--- src/rtl/feeder_pkg.sv ---
package feeder_pkg;
  typedef enum logic {
    FEED_DENSE  = 1'b0,
    FEED_SPARSE = 1'b1
  } feed_mode_e;
endpackage

--- src/rtl/fd_skew_lane.sv ---
module fd_skew_lane #(
  parameter int DW    = 8,
  parameter int DEPTH = 0
) (
  input  logic          clk,
  input  logic          rst_n,
  input  logic          in_v,
  input  logic [DW-1:0] in_d,
  output logic          out_v,
  output logic [DW-1:0] out_d
);
  generate
    if (DEPTH == 0) begin : g_pass
      assign out_v = in_v;
      assign out_d = in_d;
    end else begin : g_pipe
      logic [DEPTH-1:0] v_q;
      logic [DW-1:0]    d_q [DEPTH];
      always_ff @(posedge clk or negedge rst_n) begin
        if (!rst_n) begin
          v_q <= '0;
          for (int k = 0; k < DEPTH; k++) d_q[k] <= '0;
        end else begin
          v_q[0] <= in_v;
          d_q[0] <= in_d;
          for (int k = 1; k < DEPTH; k++) begin
            v_q[k] <= v_q[k-1];
            d_q[k] <= d_q[k-1];
          end
        end
      end
      assign out_v = v_q[DEPTH-1];
      assign out_d = d_q[DEPTH-1];
    end
  endgenerate
endmodule

--- src/rtl/fd_index_fifo.sv ---
module fd_index_fifo #(
  parameter int EW    = 13,
  parameter int DEPTH = 8
) (
  input  logic          clk,
  input  logic          rst_n,
  input  logic          push_v,
  output logic          push_rdy,
  input  logic [EW-1:0] push_d,
  input  logic          pop,
  output logic          empty,
  output logic [EW-1:0] head
);
  localparam int PW = (DEPTH > 1) ? $clog2(DEPTH) : 1;
  localparam int CW = $clog2(DEPTH + 1);

  logic [EW-1:0] mem [DEPTH];
  logic [PW-1:0] wr_p, rd_p;
  logic [CW-1:0] cnt;
  logic          do_push, do_pop;

  function automatic logic [PW-1:0] bump(input logic [PW-1:0] p);
    return (p == PW'(DEPTH - 1)) ? '0 : p + 1'b1;
  endfunction

  assign push_rdy = (cnt != CW'(DEPTH));
  assign empty    = (cnt == '0);
  assign head     = mem[rd_p];
  assign do_push  = push_v && push_rdy;
  assign do_pop   = pop && !empty;

  always_ff @(posedge clk) begin
    if (do_push) mem[wr_p] <= push_d;
  end

  always_ff @(posedge clk or negedge rst_n) begin
    if (!rst_n) begin
      wr_p <= '0;
      rd_p <= '0;
      cnt  <= '0;
    end else begin
      if (do_push) wr_p <= bump(wr_p);
      if (do_pop)  rd_p <= bump(rd_p);
      cnt <= cnt + CW'(do_push) - CW'(do_pop);
    end
  end
endmodule

--- src/rtl/fd_gather.sv ---
module fd_gather #(
  parameter int AW = 6,
  parameter int DW = 8
) (
  input  logic          clk,
  input  logic          rst_n,
  input  logic          sparse_on,
  input  logic          q_empty,
  input  logic [AW-1:0] q_aidx,
  input  logic [AW-1:0] q_bidx,
  input  logic          q_last,
  input  logic [AW-1:0] a_base,
  input  logic [AW-1:0] b_base,
  output logic          pop,
  output logic          ra_en,
  output logic [AW-1:0] ra_addr,
  output logic          rb_en,
  output logic [AW-1:0] rb_addr,
  input  logic [DW-1:0] ra_data,
  input  logic [DW-1:0] rb_data,
  output logic          sp_valid,
  output logic [DW-1:0] sp_a,
  output logic [DW-1:0] sp_b,
  output logic [AW-1:0] sp_aidx,
  output logic [AW-1:0] sp_bidx,
  output logic          sp_last
);
  logic          s_valid, s_last;
  logic [AW-1:0] s_aidx, s_bidx;

  // address generation: issue straight from the queue head
  assign pop     = sparse_on && !q_empty;
  assign ra_en   = pop;
  assign rb_en   = pop;
  assign ra_addr = a_base + q_aidx;
  assign rb_addr = b_base + q_bidx;

  // alignment stage matching the one-cycle buffer latency
  always_ff @(posedge clk or negedge rst_n) begin
    if (!rst_n) begin
      s_valid <= 1'b0;
      s_last  <= 1'b0;
      s_aidx  <= '0;
      s_bidx  <= '0;
    end else if (pop) begin
      s_valid <= 1'b1;
      s_last  <= q_last;
      s_aidx  <= q_aidx;
      s_bidx  <= q_bidx;
    end else begin
      s_valid <= 1'b0;
      s_last  <= 1'b0;
      s_aidx  <= '0;
      s_bidx  <= '0;
    end
  end

  assign sp_valid = s_valid;
  assign sp_last  = s_last;
  assign sp_aidx  = s_aidx;
  assign sp_bidx  = s_bidx;
  assign sp_a     = s_valid ? ra_data : '0;
  assign sp_b     = s_valid ? rb_data : '0;
endmodule

--- src/rtl/operand_feeder.sv ---
module operand_feeder
  import feeder_pkg::*;
#(
  parameter int LANES  = 4,
  parameter int DW     = 8,
  parameter int AW     = 6,
  parameter int QDEPTH = 8
) (
  input  logic                clk,
  input  logic                rst_n,
  input  logic                mode,
  input  logic                dn_valid,
  output logic                dn_ready,
  input  logic [LANES*DW-1:0] dn_data,
  output logic [LANES-1:0]    sk_valid,
  output logic [LANES*DW-1:0] sk_data,
  input  logic                iq_valid,
  output logic                iq_ready,
  input  logic [AW-1:0]       iq_aidx,
  input  logic [AW-1:0]       iq_bidx,
  input  logic                iq_last,
  input  logic [AW-1:0]       a_base,
  input  logic [AW-1:0]       b_base,
  output logic                ra_en,
  output logic [AW-1:0]       ra_addr,
  input  logic [DW-1:0]       ra_data,
  output logic                rb_en,
  output logic [AW-1:0]       rb_addr,
  input  logic [DW-1:0]       rb_data,
  output logic                sp_valid,
  output logic [DW-1:0]       sp_a,
  output logic [DW-1:0]       sp_b,
  output logic [AW-1:0]       sp_aidx,
  output logic [AW-1:0]       sp_bidx,
  output logic                sp_last
);
  localparam int EW = 2 * AW + 1;

  feed_mode_e    mode_e;
  logic          sparse_on, beat_ok;
  logic          q_empty, q_pop, q_head_last;
  logic [EW-1:0] q_head;

  assign mode_e    = feed_mode_e'(mode);
  assign sparse_on = (mode_e == FEED_SPARSE);
  assign dn_ready  = (mode_e == FEED_DENSE);
  assign beat_ok   = dn_valid && dn_ready;

  // dense path: lane i delayed by i stages
  for (genvar i = 0; i < LANES; i++) begin : g_lane
    fd_skew_lane #(.DW(DW), .DEPTH(i)) u_lane (
      .clk   (clk),
      .rst_n (rst_n),
      .in_v  (beat_ok),
      .in_d  (dn_data[i*DW +: DW]),
      .out_v (sk_valid[i]),
      .out_d (sk_data[i*DW +: DW])
    );
  end

  // sparse path: index queue then gather
  fd_index_fifo #(.EW(EW), .DEPTH(QDEPTH)) u_queue (
    .clk      (clk),
    .rst_n    (rst_n),
    .push_v   (iq_valid),
    .push_rdy (iq_ready),
    .push_d   ({iq_last, iq_bidx, iq_aidx}),
    .pop      (q_pop),
    .empty    (q_empty),
    .head     (q_head)
  );

  assign q_head_last = q_head[EW-1];

  fd_gather #(.AW(AW), .DW(DW)) u_gather (
    .clk       (clk),
    .rst_n     (rst_n),
    .sparse_on (sparse_on),
    .q_empty   (q_empty),
    .q_aidx    (q_head[AW-1:0]),
    .q_bidx    (q_head[2*AW-1:AW]),
    .q_last    (q_head_last),
    .a_base    (a_base),
    .b_base    (b_base),
    .pop       (q_pop),
    .ra_en     (ra_en),
    .ra_addr   (ra_addr),
    .rb_en     (rb_en),
    .rb_addr   (rb_addr),
    .ra_data   (ra_data),
    .rb_data   (rb_data),
    .sp_valid  (sp_valid),
    .sp_a      (sp_a),
    .sp_b      (sp_b),
    .sp_aidx   (sp_aidx),
    .sp_bidx   (sp_bidx),
    .sp_last   (sp_last)
  );
endmodule

--- config.mk ---
export PLATFORM = sky130hd
export DESIGN_NAME = operand_feeder
export DESIGN_NICKNAME = d
export VERILOG_FILES = /design/src/rtl/feeder_pkg.sv /design/src/rtl/fd_skew_lane.sv /design/src/rtl/fd_index_fifo.sv /design/src/rtl/fd_gather.sv /design/src/rtl/operand_feeder.sv
export SDC_FILE = /design/constraint.sdc
export NUM_CORES = 1
export LEC_CHECK = 0
export ABC_AREA = 1
export BUFFER_PORTS_ARGS = -buffer_cell sky130_fd_sc_hd__buf_2
export CORE_MARGIN = 10
export CORE_UTILIZATION = 60
export CTS_BUF_LIST = sky130_fd_sc_hd__clkbuf_8
export CTS_CLUSTER_DIAMETER = 120
export DETAILED_ROUTE_END_ITERATION = 12
export PLACE_DENSITY = 0.87
export SLEW_MARGIN = 25
export SYNTH_ARGS = -nofsm -noshare
export SYNTH_HDL_FRONTEND = slang
export SYNTH_SLANG_ARGS = --single-unit
--- constraint.sdc ---
create_clock -name clk -period 5.75 [get_ports clk]
set_input_delay 0.575 -clock clk [delete_from_list [all_inputs] [get_ports clk]]
set_output_delay 0.575 -clock clk [all_outputs]
set_load 0.05 [all_outputs]
# Word-level counts from Yosys, hierarchy flattened
# Memory sizes are Yosys's and may differ from the RTL's.
# Index checks and enable logic that the tools add are counted.
[word_totals]
reg_bits = 78
rom_bits = 0
latch_bits = 0
mem_count = 1
ram_bits = 104
word_cells = 43
[classes]
n_shift = 0
n_lt_le_gt_ge = 0
muxes = 10
n_div = 0
n_addsub = 6
n_mul = 0
bitwise_logic = 1
n_eq_ne = 3
n_reduce_logical = 6
[mem_list]
columns = ["name", "depth", "width", "rd", "rd_ports_with_merged_regs", "wr", "line", "text"]
rows = [
  ["u_queue.mem", 8, 13, 1, 0, 1, "fd_index_fifo.sv:17", "logic [EW-1:0] mem [DEPTH];"],
]
[ops]
columns = ["op", "count"]
rows = [
  ["2-to-1 mux 8 bit", 2],
  ["adder 6 bit", 2],
  ["2-to-1 mux 6 bit", 2],
  ["adder 3 x 1 -> 3 bit, second input constant", 2],
  ["equality test 3 bit, second input constant", 2],
  ["2-to-1 mux 3 bit", 2],
  ["adder 4 x 1 -> 4 bit", 1],
  ["logical AND 1 bit", 4],
  ["zero test 4 bit", 1],
  ["2-to-1 mux 1 bit", 4],
  ["!= test 4 bit, second input constant", 1],
  ["subtractor 4 x 1 -> 4 bit", 1],
  ["zero test 1 bit", 1],
  ["NOT 1 bit", 1],
]

# Logic depth before layout (Yosys ltp)
# Gate-level depths: netlist of run 1.
[depth]
depth_word = 5
mapped_depth = 15
depth_no_buf = 13

# Hierarchy
# From an unflattened synthesis of run 1, not the netlist that was laid out.
[unflattened]
hier_cells = 749
area_unflattened_um2 = 7781.2
[by_module_without_submodules]
columns = ["mod", "area_each_um2", "cells_per_inst", "instances"]
rows = [
  ["fd_index_fifo", 5202.5, 526, 1],
  ["fd_gather", 1026.0, 141, 1],
  ["fd_skew_lane (g_lane[3].u_lane)", 735.7, 35, 1],
  ["fd_skew_lane (g_lane[2].u_lane)", 510.5, 26, 1],
  ["fd_skew_lane (g_lane[1].u_lane)", 225.2, 9, 1],
  ["fd_skew_lane (g_lane[0].u_lane)", 67.6, 9, 1],
  ["operand_feeder", 13.8, 3, 1],
]

# Least setup slack after synthesis of run 1
# Ideal clock, no wire load.
[synth_path]
path_kind = "register to output"
start = "register u_queue.rd_p[0]"
end = "output rb_addr[4]"
stages_incl_launch_ff = 13
setup_slack_ps = 2641
arrival_time_ps = 2534
path_buffers = 3
path_cell_list = "dfrtp_1 > buf_6 > buf_6 > buf_6 > nor2_1 > o22ai_1 > nand2_1 > nand2_1 > ha_1 > fa_1 > nand3_1 > nand2_1 > xor2_1"
[synth_between]
elab_chain_len = 2
[synth_rtl]
columns = ["item", "line", "text"]
rows = [
  ["start, declared", "fd_index_fifo.sv:18", "logic [PW-1:0] wr_p, rd_p;"],
  ["start signal, assigned", "fd_index_fifo.sv:43", "if (do_pop) rd_p <= bump(rd_p);"],
  ["memory (8 x 13 bit)", "n/a", ""],
  ["adder 6 bit", "fd_gather.sv:36", "assign rb_addr = b_base + q_bidx;"],
  ["end, declared", "operand_feeder.sv:28", "output logic [AW-1:0] rb_addr,"],
]
# No other way between the ends.

# Final worst setup path of run 1
[layout_path]
start = "register u_queue.rd_p[1]"
end = "output ra_addr[5]"
[layout_between]
elab_chain_len = 2
[layout_rtl]
columns = ["item", "line", "text"]
rows = [
  ["memory (8 x 13 bit)", "n/a", ""],
  ["adder 6 bit", "fd_gather.sv:35", "assign ra_addr = a_base + q_aidx;"],
  ["end, declared", "operand_feeder.sv:25", "output logic [AW-1:0] ra_addr,"],
]
# No other way between the ends.

==> results.cfg, run 1 <==
[sta]
fmax_ghz = 0.242
hold_viol_final = 0
finalSetupViolations = 0
fin_skew_ns = 0.0142
tightest_slew_ns = 0.920
maxSlewHeadroom = 0.387
setup_tns_ns = 0
layout_worst_path_cycle_share = 0.717
rsz0062_at_grt = no
finalCriticalPeriod_ns = 4.12
slew_viol_final = 0
holdWs_ns = 0.216

[place]
place_hpwl_microns = 11500
gp_congestion = 0.903
port_buffers = 143

[worst_setup_path]
required_ns = 5.18
crit_path_cell_trace = clkinv_4, o21ai_0, o22ai_1, nand2_1, nand2_1, ha_1, nand2_1, nor2_1, nand2_1, o211ai_1, nand3_1, nand2_1, buf_2
cp_common_cell = nand2_1
end_kind = primary output
cpPeakStageDelay_ns = 0.92
critPathMaxFanout = 28
reg2reg_from = u_queue.cnt[2]$_DFF_PN0_
crit_start = u_queue.rd_p[1]$_DFFE_PN0P_
start_kind = flip-flop
slowest_stage = dfrtp_1
timing.rr.end = u_queue.cnt[1]$_DFF_PN0_
crit_type = reg -> out
reg2reg_depth = 9
r2r_slack_ns = 3.47
critPathCapture = ra_addr[5]
arrival_ns = 3.55

[floorplan]
die_h_microns = 130
coreArea_sq_um = 11600
die_w_microns = 130
floorplan.initialDensity = 0.621
io_pins = 160
die_area_sq_um = 16800
rows = 39

[clocking]
numCtsBuffers = 17
cts.sinks = 179
cts_tree = done
cts_setup_buffers = 0
insertion_delay_ns = 0.46
hold_buffers = 0
clockBufferDepth = 2
cts_resized = 0
cts-root-buf = clkbuf_8
htree_levels = 4
path_clk_slew_ns = 0.09

[synth]
yosysTopAreaCell = edfxtp_1
ys.flop_type = edfxtp_1
netlist_top_cells_count = 104 x edfxtp_1, 91 x nand2_1, 75 x dfrtp_1, 62 x nor2_1, 53 x inv_1
synth_edf_count = 104
ys_warn_count = 0
syn_nets = 690
synth_top_area_frac = 0.433
async_reset_ff_frac = 0.419
syn_area_per_cell_sq_um = 12.2
syn-cell-area_sq_um = 7210
synth_area_leaders = edfxtp_1 43%, dfrtp_1 26%, nand2_1 4.7%, buf_4 3.6%, ha_1 3.5%
syn_inst = 589
ys_ff_latch = 179
synth_cell_type_count = 29
synth-seq-area-share = 0.693
yosysMostFrequentCell = edfxtp_1

[power]
vdd_drop_max_mv = 0.277
powerDensity_nw_per_um2 = 586
cellLeakagePower_nw = 3.77

[route]
dr.pass1.iters = 8
drt-total-wl_microns = 16900
vias = 4902
ant_nets = 0
first_iter_violations = 618
remaining_drc_errors = 0
wl_per_cell_microns = 19.6
routed_via_density = 5.66

[global_routing]
top_usage_layer = met2
grt_pass1_wl_microns = 26200
grt_pass1_vias = 5091
antenna_found_initial = 0
globalRouteMet3Util = 0.0575
met1_usage = 0.229
grt_max_degree = 76
grt_overflow = 0
grt_usage = 0.202
grt_util_met2 = 0.351

[outcome]
status = finished, final reports clean

[layout]
drive_above_1_share = 0.261
n_antenna_cell = 0
fin_nets = 811
area_delta_synth_final_pct = 13.9

[hold_path]
hold_path.class = in -> reg

[job]
max-cap-violations = 0
-- kinds of logic after synthesis --
group	share of synthesized area
simple gates	0.104
fa+ha+maj	0.0430
compound gates	0.0692
flops	0.693
xor+xnor	0.00971
buf+inv	0.0806
-- report_power, final --
| part | internal [mW] | switching [mW] | total, mW |
|---|---|---|---|
| Combinational | 0.578 | 1.68 | 2.26 |
| Sequential | 1.57 | 0.131 | 1.70 |
| Clock | 0.446 | 0.413 | 0.859 |
| Total | 2.59 | 2.22 | 4.82 |
-- final cells by class --
cell class	count	area, sq um
clock buffer	19	262
clock inverter	13	144
fill	742	3390
inverter	55	216
multi-input combinational	305	1630
sequential	179	5000
tap	143	179
timing repair buffer	152	786
-- worst max-delay path: cells and delay by family (launching register included) --
kind | cells | cell delay (ns)
compound gates | 3 | 0.45
fa+ha+maj | 1 | 0.37
buf+inv | 2 | 0.66
flops | 1 | 0.92
simple gates | 7 | 0.68
-- per-stage QoR --
step                       util  power, mW  cells  instance area, sq um  setup WS, ns
final                     0.708       4.82    866                  8220          1.63
after global routing      0.708       5.08    866                  8220          1.43
after CTS                 0.708       4.81    866                  8220          1.73
after detailed placement  0.673       3.95    834                  7810          2.23
after global placement    0.673       3.84    834                  7810          2.39
after floorplan               -       3.48    589                  7210          2.64
-- sequential cells by signal (all words and copies together), names as in the netlist --
| register | count |
|---|---|
| g_lane.u_lane.g_pipe.v_q | 3 |
| u_queue.rd_p | 3 |
| u_queue.wr_p | 3 |
| g_lane.u_lane.g_pipe.d_q | 24 |
| g_lane.u_lane.out_d | 24 |
| u_queue.mem | 104 |
| u_queue.cnt | 4 |
| u_gather.sp_valid | 1 |
| u_gather.sp_bidx | 6 |
| u_gather.sp_aidx | 6 |
| u_gather.sp_last | 1 |
-- layout by cell type (no fill, tap or decap), types with 20 or more instances in the layout --
cell type / n
edfxtp_1: 104
nor2_1: 62
nand3_1: 24
o22ai_1: 20
dfrtp_1: 75
buf_2: 142
ha_1: 20
inv_1: 57
nand2_1: 91
o21ai_0: 48
-- per-layer routing --
metal  vias to the layer above  share of wire
met5                         -              0
met4                         0          0.024
met3                        39           0.10
met2                       307           0.51
met1                      2363           0.36
li1                       2193              -
-- how the worst min path moves through the flow --
stage	depth (start not counted)	from	endpoint	slack, ns
final	1	dn_data[31]	g_lane[3].u_lane.g_pipe.d_q[23]$_DFF_PN0_	0.22
after global routing	1	dn_data[10]	g_lane[1].u_lane.out_d[2]$_DFF_PN0_	0.19
after CTS	1	dn_data[8]	g_lane[1].u_lane.out_d[0]$_DFF_PN0_	0.20
after detailed placement	0	g_lane[3].u_lane.g_pipe.d_q[11]$_DFF_PN0_	g_lane[3].u_lane.out_d[3]$_DFF_PN0_	0.34
after global placement	0	g_lane[3].u_lane.g_pipe.d_q[14]$_DFF_PN0_	g_lane[3].u_lane.out_d[6]$_DFF_PN0_	0.33
after floorplan	0	rst_n	g_lane[1].u_lane.out_d[0]$_DFF_PN0_	0.28
No activity file was read; power rests on OpenSTA's default activity.
==> inputs of run 2 (changes only) <==
CORE_UTILIZATION = 51   (was 60)
PLACE_DENSITY = 0.79   (was 0.87)
clock period = 3.72 ns   (was 5.75 ns; I/O delays follow)
==> run 2 against run 1 <==
Net effect:
- hold slack worse by 0.19 ns
- sequential power increased by 50%
- first-iteration DRC count down 26%
- combinational power increased by 58%
- final cell count up 7.3%
- count of clock-buffer cells in the layout is 2 lower
- die area grew 15%
- critical endpoint unchanged
- largest power group unchanged
==> results.cfg, run 2 (synthesis results as in run 1) <==
[clocking]
htree_levels = 4
cts.sinks = 179
cts_tree = done
cts_setup_buffers = 0
hold_buffers = 22
numCtsBuffers = 17
cts-root-buf = clkbuf_8
insertion_delay_ns = 0.47
cts_resized = 0
clockBufferDepth = 2
path_clk_slew_ns = 0.08

[layout]
design_area_sq_um = 8480
largest_reg_flops = 104
drive_above_1_share = 0.254
area_delta_synth_final_pct = 17.5
final_cell_mix = 142 x buf_2, 104 x edfxtp_1, 91 x nand2_1
multiInputGateArea_sq_um = 1630
largest_register = u_queue.mem
fin_nets = 836
final_common_cell = buf_2
area.sequential_sq_um = 5000
fill_cells = 1045

[worst_setup_path]
reg2reg_depth = 9
arrival_ns = 3.05
crit_type = reg -> out
critPathMaxFanout = 53
crit_path_cell_trace = inv_6, o21ai_0, o22ai_1, nand2_1, nand2_1, ha_1, nand2_1, o211ai_1, nand3_1, nand2_1, buf_2
critPathTopFamily = compound AO/OA/AOI/OAI gates
reg2reg_from = u_queue.cnt[2]$_DFF_PN0_
cp_common_cell = nand2_1
slowest_stage = dfrtp_1
required_ns = 3.35
r2r_slack_ns = 1.43
cp_num_buf_inv = 2
end_kind = primary output
start_kind = flip-flop
timing.rr.end = u_queue.cnt[2]$_DFF_PN0_
cpPeakStageDelay_ns = 0.54

[place]
port_buffers = 143
place_hpwl_microns = 11200
post_dp_cell_area_sq_um = 7890
gp_congestion = 0.869

[route]
vias = 4790
first_iter_violations = 458
drt-total-wl_microns = 16500
dr.pass1.iters = 5
routed_via_density = 5.16
ant_nets = 0
remaining_drc_errors = 0
wl_per_cell_microns = 17.7

[global_routing]
grt_pass1_vias = 5002
grt_pass1_wl_microns = 26200
grt_overflow = 0
antenna_found_initial = 1
grt_usage = 0.170
grt_max_degree = 76

[power]
power.switching_mw = 3.43
vdd_drop_max_mv = 0.445
power.internal_mw = 3.88
pwr-share-seq = 0.348
power_mw = 7.31
p_comb_frac = 0.489
clkPwrFrac = 0.163
netSwitchingFraction = 0.470
cellLeakagePower_nw = 3.83
powerDensity_nw_per_um2 = 863

[floorplan]
floorplan.initialDensity = 0.520
die_area_sq_um = 19300
die_h_microns = 139
io_pins = 160
die_w_microns = 139
rows = 43
coreArea_sq_um = 13900

[hold_path]
whs_path_depth = 1
min_to = g_lane[3].u_lane.g_pipe.d_q[16]$_DFF_PN0_
hold_path.class = in -> reg
worstHoldStart = dn_data[24]

[sta]
hold_viol_final = 0
setup_tns_ns = 0
layout_worst_path_cycle_share = 0.919
fmax_ghz = 0.293
slew_viol_final = 0
tightest_slew_ns = 0.683
finalSetupViolations = 0
rsz0062_at_grt = no
fin_skew_ns = 0.0130
maxSlewHeadroom = 0.545
finalCriticalPeriod_ns = 3.42

[job]
max-cap-violations = 0

[outcome]
status = finished, final reports clean
==> run 2: cell types whose count changed in the layout (fill, tap and decap cells not counted), moves of 3 or more <==
cell,previous run,this run
inv_6,1,4
clkinv_1,0,3
clkinv_2,3,0
dlygate4sd3_1,0,23
==> run 2: per-layer routing <==
layer	wire length (microns)	up-vias	part of all wire	track usage
met3	1270	35	0.077	0.0469
li1	-	2250	-	-
met4	416	0	0.025	0.0752
met5	0	-	0	0
met1	6210	2295	0.38	0.188
met2	8560	210	0.52	0.299
==> run 2: how the worst max path moves through the flow <==
stage                                            from         end  slack, ns  cells after the start
after floorplan           u_queue.rd_p[0]$_DFFE_PN0P_  rb_addr[4]       0.81                     12
after global placement    u_queue.rd_p[0]$_DFFE_PN0P_  ra_addr[5]       0.96                     11
after detailed placement  u_queue.rd_p[0]$_DFFE_PN0P_  ra_addr[5]       0.79                     11
after CTS                 u_queue.rd_p[0]$_DFFE_PN0P_  ra_addr[5]       0.28                     11
after global routing      u_queue.rd_p[0]$_DFFE_PN0P_  ra_addr[5]       0.11                     13
final                     u_queue.rd_p[0]$_DFFE_PN0P_  ra_addr[5]       0.30                     11
==> run 2: worst register-to-register path, stage by stage, from the launching register on <==
cell and delay [ns]:
dfrtp_1 0.36, inv_1 0.08, ha_1 0.24, a31oi_4 0.40, ha_1 0.31, inv_1 0.06, ha_1 0.17, inv_1 0.06
fa_1 0.37, xnor2_1 0.14
==> run 2: layout make-up <==
type | instances | share of cell area
antenna | 1 | 0.000295
inverter | 55 | 0.0255
sequential | 179 | 0.590
multi-input combinational | 305 | 0.193
timing repair buffer | 177 | 0.124
clock inverter | 15 | 0.0139
clock buffer | 17 | 0.0276
tap | 180 | 0.0266
==> run 2: power by group through the flow <==
stage | Combinational, mW | Sequential [mW] | Clock, mW
finish | 3.58 | 2.55 | 1.19
global route | 3.87 | 2.57 | 1.30
CTS | 3.59 | 2.54 | 1.21
detailed placement | 3.56 | 2.59 | 0
global placement | 3.41 | 2.58 | 0
floorplan | 2.56 | 2.82 | 0
==> run 2: metrics by stage <==
stage	util	cells	hold WS, ns	worst slack [ns]
final	0.611	929	0.0258	0.301
after global routing	0.610	928	0.00757	0.111
after CTS	0.609	927	0.00198	0.276
after detailed placement	0.568	873	0.336	0.793
after global placement	0.568	873	0.332	0.962
after floorplan	-	589	0.0764	0.814
==> inputs of run 3 (changes only) <==
ABC_AREA = default   (was 1)
CORE_MARGIN = 2   (was 10)
CORE_UTILIZATION = 50   (was 51)
PLACE_DENSITY = 0.78   (was 0.79)
==> run 3 against run 2 <==
Net effect:
- register-to-register slack worse by 0.31 ns
- critical path depth is 1 lower
- total power is 2.7% higher
- critical endpoint unchanged
- largest cell class unchanged
==> results.cfg, run 3 <==
[worst_setup_path]
critPathMaxFanout = 4
slowest_stage = mux4_1
arrival_ns = 3.24
critPathTopFamily = multiplexers
cpPeakStageDelay_ns = 0.56
cp_num_buf_inv = 3
crit_type = reg -> out
crit_path_cell_trace = buf_4, buf_4, mux4_1, mux2_2, ha_1, a21o_1, a21oi_1, o21ai_0, xnor2_1, clkbuf_4
start_kind = flip-flop
end_kind = primary output
required_ns = 3.35
cp_common_cell = buf_4

[hold_path]
hold_path.class = in -> reg

[route]
vias = 3669
routed_via_density = 5.12
ant_nets = 0
remaining_drc_errors = 0
first_iter_violations = 231
wl_per_cell_microns = 19.4
dr.pass1.iters = 4
drt-total-wl_microns = 13900

[synth]
synthMuxAreaShare = 0.118
yosysMostFrequentCell = edfxtp_1
synth_top_area_frac = 0.451
netlist_top_cells_count = 104 x edfxtp_1, 75 x dfrtp_1, 29 x buf_4, 21 x mux4_2, 20 x ha_1
ys_warn_count = 0
synth_cell_type_count = 27
synth-compound-area-share = 0.0119
syn_inst = 375
syn-cell-area_sq_um = 6930
synth_top_family_by_area = multiplexers
synth-xor-area-share = 0.0152
yosys.area_share.adder = 0.0448
ys_ff_latch = 179
yosysTopAreaCell = edfxtp_1
synth-seq-area-share = 0.722
syn_area_per_cell_sq_um = 18.5
ys.flop_type = edfxtp_1
synth_area_leaders = edfxtp_1 45%, dfrtp_1 27%, mux4_2 6.8%, ha_1 3.6%, buf_4 3.1%
async_reset_ff_frac = 0.419
synth_edf_count = 104
synth-simple-area-share = 0.0392
syn_nets = 476

[place]
port_buffers = 143
gp_congestion = 0.761
dp_cells = 670
place_hpwl_microns = 9280

[sta]
setup_tns_ns = 0
slew_viol_final = 0
hold_viol_final = 0
fmax_ghz = 0.277
fin_skew_ns = 0.0122
layout_worst_path_cycle_share = 0.970
finalSetupViolations = 0
tightest_slew_ns = 0.921
finalCriticalPeriod_ns = 3.61
maxSlewHeadroom = 0.386

[layout]
largest_register = u_queue.mem
area_delta_synth_final_pct = 19.5
fill_cells = 982
fin_cells = 717
final_common_cell = buf_2
fin_nets = 623
final_cell_mix = 138 x buf_2, 104 x edfxtp_1, 73 x dfrtp_1
drive_above_1_share = 0.439
largest_reg_flops = 104

[clocking]
path_clk_slew_ns = 0.09
numCtsBuffers = 17
cts_tree = done
clockBufferDepth = 2
htree_levels = 4
cts-root-buf = clkbuf_8
cts.sinks = 179
insertion_delay_ns = 0.44

[power]
powerDensity_nw_per_um2 = 907
cellLeakagePower_nw = 3.52
vdd_drop_max_mv = 0.463
power_mw = 7.51

[global_routing]
grt_overflow = 0
grt_usage = 0.189
grt_pass1_vias = 3711
antenna_found_initial = 2
grt_max_degree = 76
grt_pass1_wl_microns = 20100

[floorplan]
floorplan.initialDensity = 0.505
coreArea_sq_um = 13700
die_area_sq_um = 14800
die_h_microns = 122
io_pins = 160
die_w_microns = 122
rows = 43

[outcome]
status = finished, final reports clean

[job]
max-cap-violations = 0
run 3: cell count changes in the layout (fill, tap and decap cells not counted), moves of 17 or more:
| cell | before | now |
|---|---|---|
| nand3_1 | 24 | 0 |
| nand2_1 | 91 | 8 |
| dlygate4sd3_1 | 23 | 6 |
| o22ai_1 | 20 | 0 |
| o21ai_0 | 48 | 2 |
| inv_1 | 55 | 11 |
| mux4_2 | 0 | 21 |
| nor2_1 | 62 | 9 |
run 3: cell families after synthesis:
logic type / Yosys count
compound gates: 14
xor+xnor: 12
fa+ha+maj: 23
buf+inv: 51
flops: 179
mux: 45
simple gates: 51
run 3: area by class of cell:
type                            instances  area [sq um]  share of cell area
Sequential cell                       179          5000               0.604
Tap cell                              180           225              0.0272
Clock buffer                           18           248              0.0299
Inverter                               11          41.3             0.00499
Multi-Input combinational cell        145          1600               0.194
Antenna cell                            2          5.00            0.000605
Timing Repair Buffer                  168           935               0.113
Clock inverter                         14           220              0.0266
run 3: metal layers:
metal  wire length (microns)  GRT usage
met5                       0          0
met1                    5500      0.230
met3                    1070     0.0581
met2                    7090      0.319
met4                     238     0.0726
run 3: path summary, 6_finish.rpt:
| kind | start | to | slack, ns | cells after the start |
|---|---|---|---|---|
| setup reg to reg | u_queue.cnt[2]$_DFF_PN0_ | u_queue.cnt[2]$_DFF_PN0_ | 1.12 | 11 |
| hold / removal | dn_data[28] | g_lane[3].u_lane.g_pipe.d_q[20]$_DFF_PN0_ | 0.03 | 1 |
| max in group asynchronous | rst_n | u_queue.rd_p[1]$_DFFE_PN0P_ | 3.02 | 1 |
| min in group asynchronous | rst_n | g_lane[3].u_lane.g_pipe.d_q[15]$_DFF_PN0_ | 0.07 | 1 |
| setup / recovery | u_queue.rd_p[0]$_DFFE_PN0P_ | ra_addr[5] | 0.11 | 10 |
| hold reg to reg | g_lane[3].u_lane.g_pipe.d_q[23]$_DFF_PN0_ | g_lane[3].u_lane.g_pipe.d_q[15]$_DFF_PN0_ | 0.35 | 0 |
run 3: repair_timing:
item,4_1_cts,5_1_grt
resized for setup,3,8
hold endpoints to repair,2,4
pin swaps,0,0
setup endpoints to repair,7,4
buffers inserted,2,5
cloned,0,0
hold buffers,2,4
run 3: metrics by stage:
step	setup slack, ns	hold WS (ns)	utilization	instance area (sq um)
global placement	0.286	0.331	0.559	7670
finish	0.110	0.0349	0.603	8280
CTS	0.0706	0.000371	0.596	8180
detailed placement	0.247	0.335	0.559	7670
floorplan	0.324	0.0764	-	6930
global route	-0.0956	0.000985	0.603	8270
run 3: report_power, final:
group	internal, mW	total (mW)	leakage (nW)	switching, mW
clock	0.828	1.50	0.241	0.669
combinational	1.18	3.39	1.45	2.21
sequential	2.44	2.62	1.84	0.182
